===== src/rtl/sdp_pkg.sv =====
package sdp_pkg;
   typedef enum logic [1:0] {
      SRC_PRESENCE = 2'd0,
      SRC_FIELD    = 2'd1,
      SRC_WINDOW   = 2'd2
   } sdp_src_e;

   function automatic sdp_src_e pick_source(input logic range_mode, input logic field_sel);
      if (range_mode)     return SRC_WINDOW;
      else if (field_sel) return SRC_FIELD;
      else                return SRC_PRESENCE;
   endfunction
endpackage


===== src/rtl/sdp_thresh_decode.sv =====
// Priority decode of a one-hot threshold code: the highest set bit wins,
// giving BASE << bit_index; an all-zero code yields limit 0, enabled 0.
module sdp_thresh_decode #(
   parameter int CODE_W = 3,
   parameter int BASE   = 4,
   parameter int VAL_W  = 5
) (
   input  logic [CODE_W-1:0] code,
   output logic [VAL_W-1:0]  limit,
   output logic              enabled
);
   logic [VAL_W-1:0] chain [CODE_W+1];

   assign chain[0] = '0;

   generate
      for (genvar i = 0; i < CODE_W; i++) begin : g_stage
         localparam logic [VAL_W-1:0] STEP_VAL = VAL_W'(BASE << i);
         assign chain[i+1] = code[i] ? STEP_VAL : chain[i];
      end
   endgenerate

   assign limit   = chain[CODE_W];
   assign enabled = |code;
endmodule


===== src/rtl/sdp_run_counter.sv =====
// Counts consecutive qualifying line strobes; flags the strobe on which
// the run reaches the limit and restarts from zero.
module sdp_run_counter #(
   parameter int CNT_W = 5
) (
   input  logic             clk,
   input  logic             rst_n,
   input  logic             strobe,
   input  logic             count_en,
   input  logic             clear,
   input  logic [CNT_W-1:0] limit,
   output logic             reached
);
   logic [CNT_W-1:0] cnt_q;
   logic [CNT_W:0]   next_run;

   assign next_run = {1'b0, cnt_q} + {{CNT_W{1'b0}}, 1'b1};
   assign reached  = strobe & count_en & ~clear & (next_run >= {1'b0, limit});

   always_ff @(posedge clk or negedge rst_n) begin
      if (!rst_n) begin
         cnt_q <= '0;
      end else if (strobe) begin
         if (clear || reached) cnt_q <= '0;
         else if (count_en)    cnt_q <= next_run[CNT_W-1:0];
      end
   end

   // an opposite-polarity line empties the run
   p_clear_empties_run_r3: assert property (@(posedge clk) disable iff (!rst_n)
      (strobe && clear) |=> (cnt_q == '0));

   // the run only moves on a strobe
   p_run_holds_idle_r8: assert property (@(posedge clk) disable iff (!rst_n)
      !strobe |=> $stable(cnt_q));
endmodule


===== src/rtl/sdp_status_sel.sv =====
module sdp_status_sel #(
   parameter bit ALT_SOURCES = 1'b1
) (
   input  logic present,
   input  logic field_sel,
   input  logic field_odd,
   input  logic range_mode,
   input  logic range_window,
   output logic status
);
   import sdp_pkg::*;

   generate
      if (ALT_SOURCES) begin : g_mux
         sdp_src_e src;
         always_comb begin
            src = pick_source(range_mode, field_sel);
            unique case (src)
               SRC_WINDOW: status = range_window;
               SRC_FIELD:  status = field_odd;
               default:    status = present;
            endcase
         end
      end else begin : g_direct
         logic unused_alt;
         assign unused_alt = field_sel ^ field_odd ^ range_mode ^ range_window;
         assign status     = present;
      end
   endgenerate
endmodule


===== src/rtl/sync_presence_detector.sv =====
module sync_presence_detector #(
   parameter int ACQ_CODE_W  = 3,
   parameter int ACQ_BASE    = 4,
   parameter int LOSE_CODE_W = 4,
   parameter int LOSE_BASE   = 32,
   parameter bit ALT_SOURCES = 1'b1
) (
   input  logic                   clk,
   input  logic                   rst_n,
   input  logic                   line_strobe,
   input  logic                   sync_hit,
   input  logic [ACQ_CODE_W-1:0]  acq_code,
   input  logic [LOSE_CODE_W-1:0] lose_code,
   input  logic                   field_sel,
   input  logic                   field_odd,
   input  logic                   range_mode,
   input  logic                   range_window,
   output logic                   status
);
   localparam int ACQ_MAX  = ACQ_BASE << (ACQ_CODE_W - 1);
   localparam int LOSE_MAX = LOSE_BASE << (LOSE_CODE_W - 1);
   localparam int ACQ_W    = $clog2(ACQ_MAX + 1);
   localparam int LOSE_W   = $clog2(LOSE_MAX + 1);

   generate
      if (ACQ_CODE_W < 1 || LOSE_CODE_W < 1) begin : g_bad_code
         $error("threshold code widths must be at least 1");
      end
      if (ACQ_BASE < 1 || LOSE_BASE < 1) begin : g_bad_base
         $error("threshold bases must be positive");
      end
      if (ACQ_W > 30 || LOSE_W > 30) begin : g_bad_span
         $error("threshold range too wide");
      end
   endgenerate

   logic [ACQ_W-1:0]  acq_limit;
   logic [LOSE_W-1:0] lose_limit;
   logic              acq_nonzero;
   logic              lose_en;
   logic              present_q;
   logic              acq_hit, lose_hit;

   sdp_thresh_decode #(.CODE_W(ACQ_CODE_W), .BASE(ACQ_BASE), .VAL_W(ACQ_W)) u_acq_dec (
      .code(acq_code), .limit(acq_limit), .enabled(acq_nonzero));

   sdp_thresh_decode #(.CODE_W(LOSE_CODE_W), .BASE(LOSE_BASE), .VAL_W(LOSE_W)) u_lose_dec (
      .code(lose_code), .limit(lose_limit), .enabled(lose_en));

   // detected-line run, active only while absent
   sdp_run_counter #(.CNT_W(ACQ_W)) u_hit_run (
      .clk(clk), .rst_n(rst_n), .strobe(line_strobe),
      .count_en(sync_hit & ~present_q),
      .clear(~sync_hit | present_q),
      .limit(acq_limit), .reached(acq_hit));

   // missed-line run, active only while present and loss detection enabled
   sdp_run_counter #(.CNT_W(LOSE_W)) u_miss_run (
      .clk(clk), .rst_n(rst_n), .strobe(line_strobe),
      .count_en(~sync_hit & present_q & lose_en),
      .clear(sync_hit | ~present_q | ~lose_en),
      .limit(lose_limit), .reached(lose_hit));

   always_ff @(posedge clk or negedge rst_n) begin
      if (!rst_n)        present_q <= 1'b0;
      else if (acq_hit)  present_q <= 1'b1;
      else if (lose_hit) present_q <= 1'b0;
   end

   sdp_status_sel #(.ALT_SOURCES(ALT_SOURCES)) u_sel (
      .present(present_q), .field_sel(field_sel), .field_odd(field_odd),
      .range_mode(range_mode), .range_window(range_window), .status(status));

   logic unused_acq_flag;
   assign unused_acq_flag = acq_nonzero;

   p_judgment_strobed_r8: assert property (@(posedge clk) disable iff (!rst_n)
      !line_strobe |=> $stable(present_q));

   p_acquire_on_hit_r2: assert property (@(posedge clk) disable iff (!rst_n)
      $rose(present_q) |-> $past(line_strobe && sync_hit));

   p_lose_on_miss_r4: assert property (@(posedge clk) disable iff (!rst_n)
      $fell(present_q) |-> $past(line_strobe && !sync_hit));

   p_no_loss_when_off_r5: assert property (@(posedge clk) disable iff (!rst_n)
      $fell(present_q) |-> $past(lose_code != '0));

   p_window_priority_r9: assert property (@(posedge clk) disable iff (!rst_n)
      range_mode |-> (status == range_window));
endmodule


===== config.mk =====
export PLATFORM = sky130hd
export DESIGN_NAME = sync_presence_detector
export DESIGN_NICKNAME = d
export VERILOG_FILES = /design/src/rtl/sdp_pkg.sv /design/src/rtl/sdp_thresh_decode.sv /design/src/rtl/sdp_run_counter.sv /design/src/rtl/sdp_status_sel.sv /design/src/rtl/sync_presence_detector.sv
export SDC_FILE = /design/constraint.sdc
export NUM_CORES = 1
export LEC_CHECK = 0
export ABC_AREA = 1
export ABC_CLOCK_PERIOD_IN_PS = 6610
export BUFFER_PORTS_ARGS = -buffer_cell sky130_fd_sc_hd__buf_2
export CAP_MARGIN = 25
export CORE_AREA = 2 2 57 59
export DETAILED_ROUTE_END_ITERATION = 16
export DIE_AREA = 0 0 59 61
export PLACE_DENSITY = 0.84
export SKIP_CTS_REPAIR_TIMING = 1
export SKIP_LAST_GASP = 1
export SYNTH_ARGS = -nofsm -noshare
export SYNTH_HDL_FRONTEND = slang
export SYNTH_HIERARCHICAL = 1
export SYNTH_SLANG_ARGS = --single-unit

===== constraint.sdc =====
create_clock -name clk -period 6.61 [get_ports clk]
set_clock_uncertainty 0.1 [all_clocks]
set_input_delay 1.322 -clock clk [delete_from_list [all_inputs] [get_ports clk]]
set_output_delay 1.322 -clock clk [all_outputs]
set_load 0.05 [all_outputs]

# Word level (Yosys, flattened, before mapping)
# Index checks and enable logic that the tools add are counted.
word_totals:
  wordCells: 50
  rom_bits: 0
  ramBits: 0
  memories: 0
  regBits: 15
  latch_bits: 0
classes:
  muxes: 16
  n_addsub: 2
  n_div: 0
  reduce_logical: 8
  n_bitwise: 17
  order_cmp: 2
  eq_ne: 2
  multipliers: 0
  shifts: 0
op_table:
  columns: ["op", "count"]
  rows:
  - ["2-to-1 mux 9 bit", 5]
  - ["2-to-1 mux 5 bit", 4]
  - ["adder 9 x 1 -> 10 bit, second input constant", 1]
  - [">= comparator 10 x 9 -> 1 bit", 1]
  - ["AND 1 bit", 9]
  - ["adder 5 x 1 -> 6 bit, second input constant", 1]
  - [">= comparator 6 x 5 -> 1 bit", 1]
  - ["2-to-1 mux 6 bit", 1]
  - ["nonzero test 2 bit", 3]
  - ["inverter 1 bit", 5]
  - ["AND reduction 2 bit", 2]
  - ["OR reduction 4 bit", 1]
  - ["2-to-1 mux 1 bit", 3]
  - ["2-to-1 mux 3 bit", 1]
  - ["bitwise OR 1 bit", 3]
  - ["== test 2 x 1 -> 1 bit, second input constant", 1]
  - ["== test 2 bit, second input constant", 1]
  - ["logical OR 1 bit", 2]
  - ["2-to-1 mux 2 bit", 1]
  - ["one-hot mux 1 bit (2 select lines)", 1]

# Logic depth before layout (Yosys ltp)
depth:
  depth_word: 9
  ltp_mapped: 20
  ltp_nobuf: 20

# By module
# The synthesis kept the hierarchy.
modules_own_cells:
  columns: ["mod", "area_each_um2", "cells_per_inst", "seq_area_each_um2", "n_inst"]
  rows:
  - ["sdp_run_counter (u_miss_run)", 848.3, 127, 225.2, 1]
  - ["sdp_run_counter (u_hit_run)", 450.4, 68, 125.1, 1]
  - ["sdp_thresh_decode (u_lose_dec)", 92.6, 18, 0.0, 1]
  - ["sync_presence_detector", 66.3, 11, 25.0, 1]
  - ["sdp_thresh_decode (u_acq_dec)", 53.8, 10, 0.0, 1]
  - ["sdp_status_sel", 35.0, 6, 0.0, 1]

# Worst setup path after synthesis
# No wires, ideal clock.
synth_path:
  path_type: "input port to output port"
  start: "input field_sel"
  end: "output status"
  slack_ps: 3517
  required_time_ps: 5188
  arrival_ps: 1671
  cell_stages: 3
  path_cell_list: "nor2_1 nand2_1 nand3_2"
synth_via:
  elab_chain_cells: 4
  word_cells_on_any_way: 5
synth_lines:
  columns: ["element", "line", "rtl"]
  rows:
  - ["from (decl)", "sync_presence_detector.sv:14", "input logic field_sel,"]
  - ["2-to-1 mux 1 bit (*)", "sdp_pkg.sv:10", "else if (field_sel) return SRC_FIELD;"]
  - ["2-to-1 mux 2 bit (*)", "sdp_pkg.sv:9", "if (range_mode) return SRC_WINDOW;"]
  - ["== test 2 x 1 -> 1 bit or == test 2 bit (tied branches)", "sdp_status_sel.sv:18", "unique case (src)"]
  - ["one-hot mux 1 bit (2 select lines) (*)", "sdp_status_sel.sv:18", null]
  - ["to (decl)", "sync_presence_detector.sv:18", "output logic status"]
# Every way passes the cells marked *; elsewhere a longest branch is shown, timed or not.

# Worst setup path after layout
# Same ends and word-level chain as after synthesis.

==> results.md <==
- Setup TNS: 0 ps
- DR vias: 1289
- Share of cells above drive strength 1: about a fifth
- Hold slack: 439 ps
- Initial antenna violation count: 0
- Synth Instances: 238
- Psw: 0.109 mW
- Post-Synthesis Cell Area: 1540 um^2
- Maximum vdd drop: 0.105 mV
- I/O pin total: 16
- CTS H-tree lvls: 1
- Post-route antenna net violation count: 0
- Status: finished, final reports clean
- FILL cells: 289
- Seq pwr share: 43.4%
- CTS clk-pin slew, worst paths: 90 ps
- Worst setup path end: status
- CORE AREA: 2950 um^2
- Worst Setup SP: field_sel
- Setup crit end kind: primary output
- GRT overflow: 0
- Final wirelength: 2370 um
- Startpoint type of the worst setup path: input port
- CTS Sinks: 15
- Clock Latency Late Sink: 270 ps
- Layout area overhead: 5.85%
- Syn avg cell area: 6.47 um^2
- Setup Crit Path Kind: input port to primary output
- TritonCTS clock tree: done
- Final GP Congestion: 0.768
- Post-route minimum period: 3310 ps
- Via/cell ratio: 4.52
- Vias in the first global route: 1175
- Worst Hold Class: flop to flop
- PortBufs: 15
- Synth Warn #: 6
- Core Rows: 20
- Reg2reg setup slack: about 4200 ps
- Reg2reg path depth: 20
- Crit-path max FO: 2
- Sequential standard cell area: 375 um^2
- Starting DRT DRC Count: 11
- Clock Path Buffers: 2
- Rel. slew slack: 56.3%
- Worst path required time: 5190 ps
- WL/cell: 8.32 um
- First-pass GRT wire length: 4550 um
- Fmax: between 300 and 400 MHz
- Nets: 284
- Setup WS pre-CTS: 3290 ps
- Net Sw Frac: 40.0%
- DR DRC count: 0
- Slew @ Worst Pin: 655 ps
- HPWL after DPL: 2000 um
- CTS buffer count: 3
- Pwr Density: between 150 and 200 nW/um^2
- Clock network power share: 18.0%
- Root Buffer: clkbuf_4
- Inserted Diodes: 0
- Largest net degree at the start of global routing: 19
- Final period util: 50.1%
- Multi-input gate area: 911 um^2
- Comb pwr share: between 30% and 40%
- First-pass DRT Iterations: 4
- DIE AREA: 3600 um^2
- Initial Utilization: approximately 52%
- Reg2reg end: present_q
- Tot GR Track Use: 16.0%
- Pleak: 1.04 nW
- Smallest setup slack after layout: roughly 3300 ps
- Die Wd: just under 60 um
- Max Cap Violations: 0
- Arr. time, crit path: 1890 ps
- Die Y: 61 um
- Final setup fails: 0
- Internal Pwr Total: 0.164 mW
- RSZ-0062 raised after global routing: no
- Hold Vio Cnt, Final: 0
- Max-slew violation count: 0
- R2r startpoint: u_miss_run/cnt_q[0]
==> power by group through the flow <==
| stage | logic (mW) | registers, mW | clock network (mW) |
|---|---|---|---|
| final | 0.106 | 0.119 | 0.0493 |
| after floorplan | 0.0865 | 0.116 | 0 |
| after global routing | 0.128 | 0.121 | 0.0566 |
| after global placement | 0.103 | 0.120 | 0 |
| after CTS | 0.107 | 0.119 | 0.0513 |
| after detailed placement | 0.107 | 0.120 | 0 |
==> critical path, stage by stage <==
cell and delay (ps):
buf_2 110, nor2_1 90, nand2_1 60, nand3_2 50
buf_2 250
==> stage by stage <==
| step | std cells | power [mW] | cell area [um^2] | util [%] |
|---|---|---|---|---|
| 2_1_floorplan | 243 | 0.203 | 1560 | - |
| 3_3_place_gp | 281 | 0.223 | 1600 | 54.2 |
| 3_5_place_dp | 281 | 0.226 | 1600 | 54.2 |
| 4_1_cts | 285 | 0.277 | 1630 | 55.2 |
| 5_1_grt | 285 | 0.305 | 1630 | 55.2 |
| 6_report | 285 | 0.273 | 1630 | 55.2 |
==> registers in the layout, indices dropped and copies added, names as in the netlist <==
register and cells:
u_miss_run/cnt_q 9, u_hit_run/cnt_q 5, present_q 1
==> area by class of cell <==
class / instances / area share [%]
sequential: 15 / 23.0
multi-input combinational: 165 / 55.9
timing repair buffer: 15 / 4.61
clock buffer: 3 / 1.38
inverter: 53 / 12.2
tap: 33 / 2.53
clock inverter: 1 / 0.307
==> worst min path at each step <==
stage	from	slack (ps)	cells past startpoint	end
4_1_cts	u_hit_run/cnt_q[1]	440	2	u_hit_run/cnt_q[1]
5_1_grt	u_miss_run/cnt_q[4]	460	2	u_miss_run/cnt_q[4]
2_1_floorplan	u_hit_run/cnt_q[1]	380	2	u_hit_run/cnt_q[1]
3_5_place_dp	u_hit_run/cnt_q[1]	420	2	u_hit_run/cnt_q[1]
6_report	u_miss_run/cnt_q[4]	440	2	u_miss_run/cnt_q[4]
3_3_place_gp	u_hit_run/cnt_q[1]	410	2	u_hit_run/cnt_q[1]
==> cell usage in the layout, fill, tap and decap left out, drive strengths merged, types with 2 or more instances in the layout <==
| cell type | count |
|---|---|
| o21ai | 3 |
| buf | 15 |
| nand2 | 72 |
| clkbuf | 3 |
| nor2 | 31 |
| ha | 16 |
| inv | 53 |
| dfrtp | 15 |
| nand3 | 22 |
| xor2 | 7 |
| nor3 | 2 |
| conb | 7 |
| a21oi | 2 |
==> routing by layer <==
layer,vias to the layer above,GRT usage (%),share of wire (%)
met4,0,4.87,0.51
met5,-,0,0
met1,550,19.8,49
met3,2,1.92,1.6
li1,726,-,-
met2,11,29.0,49
Power figures use the tool's default switching activity.
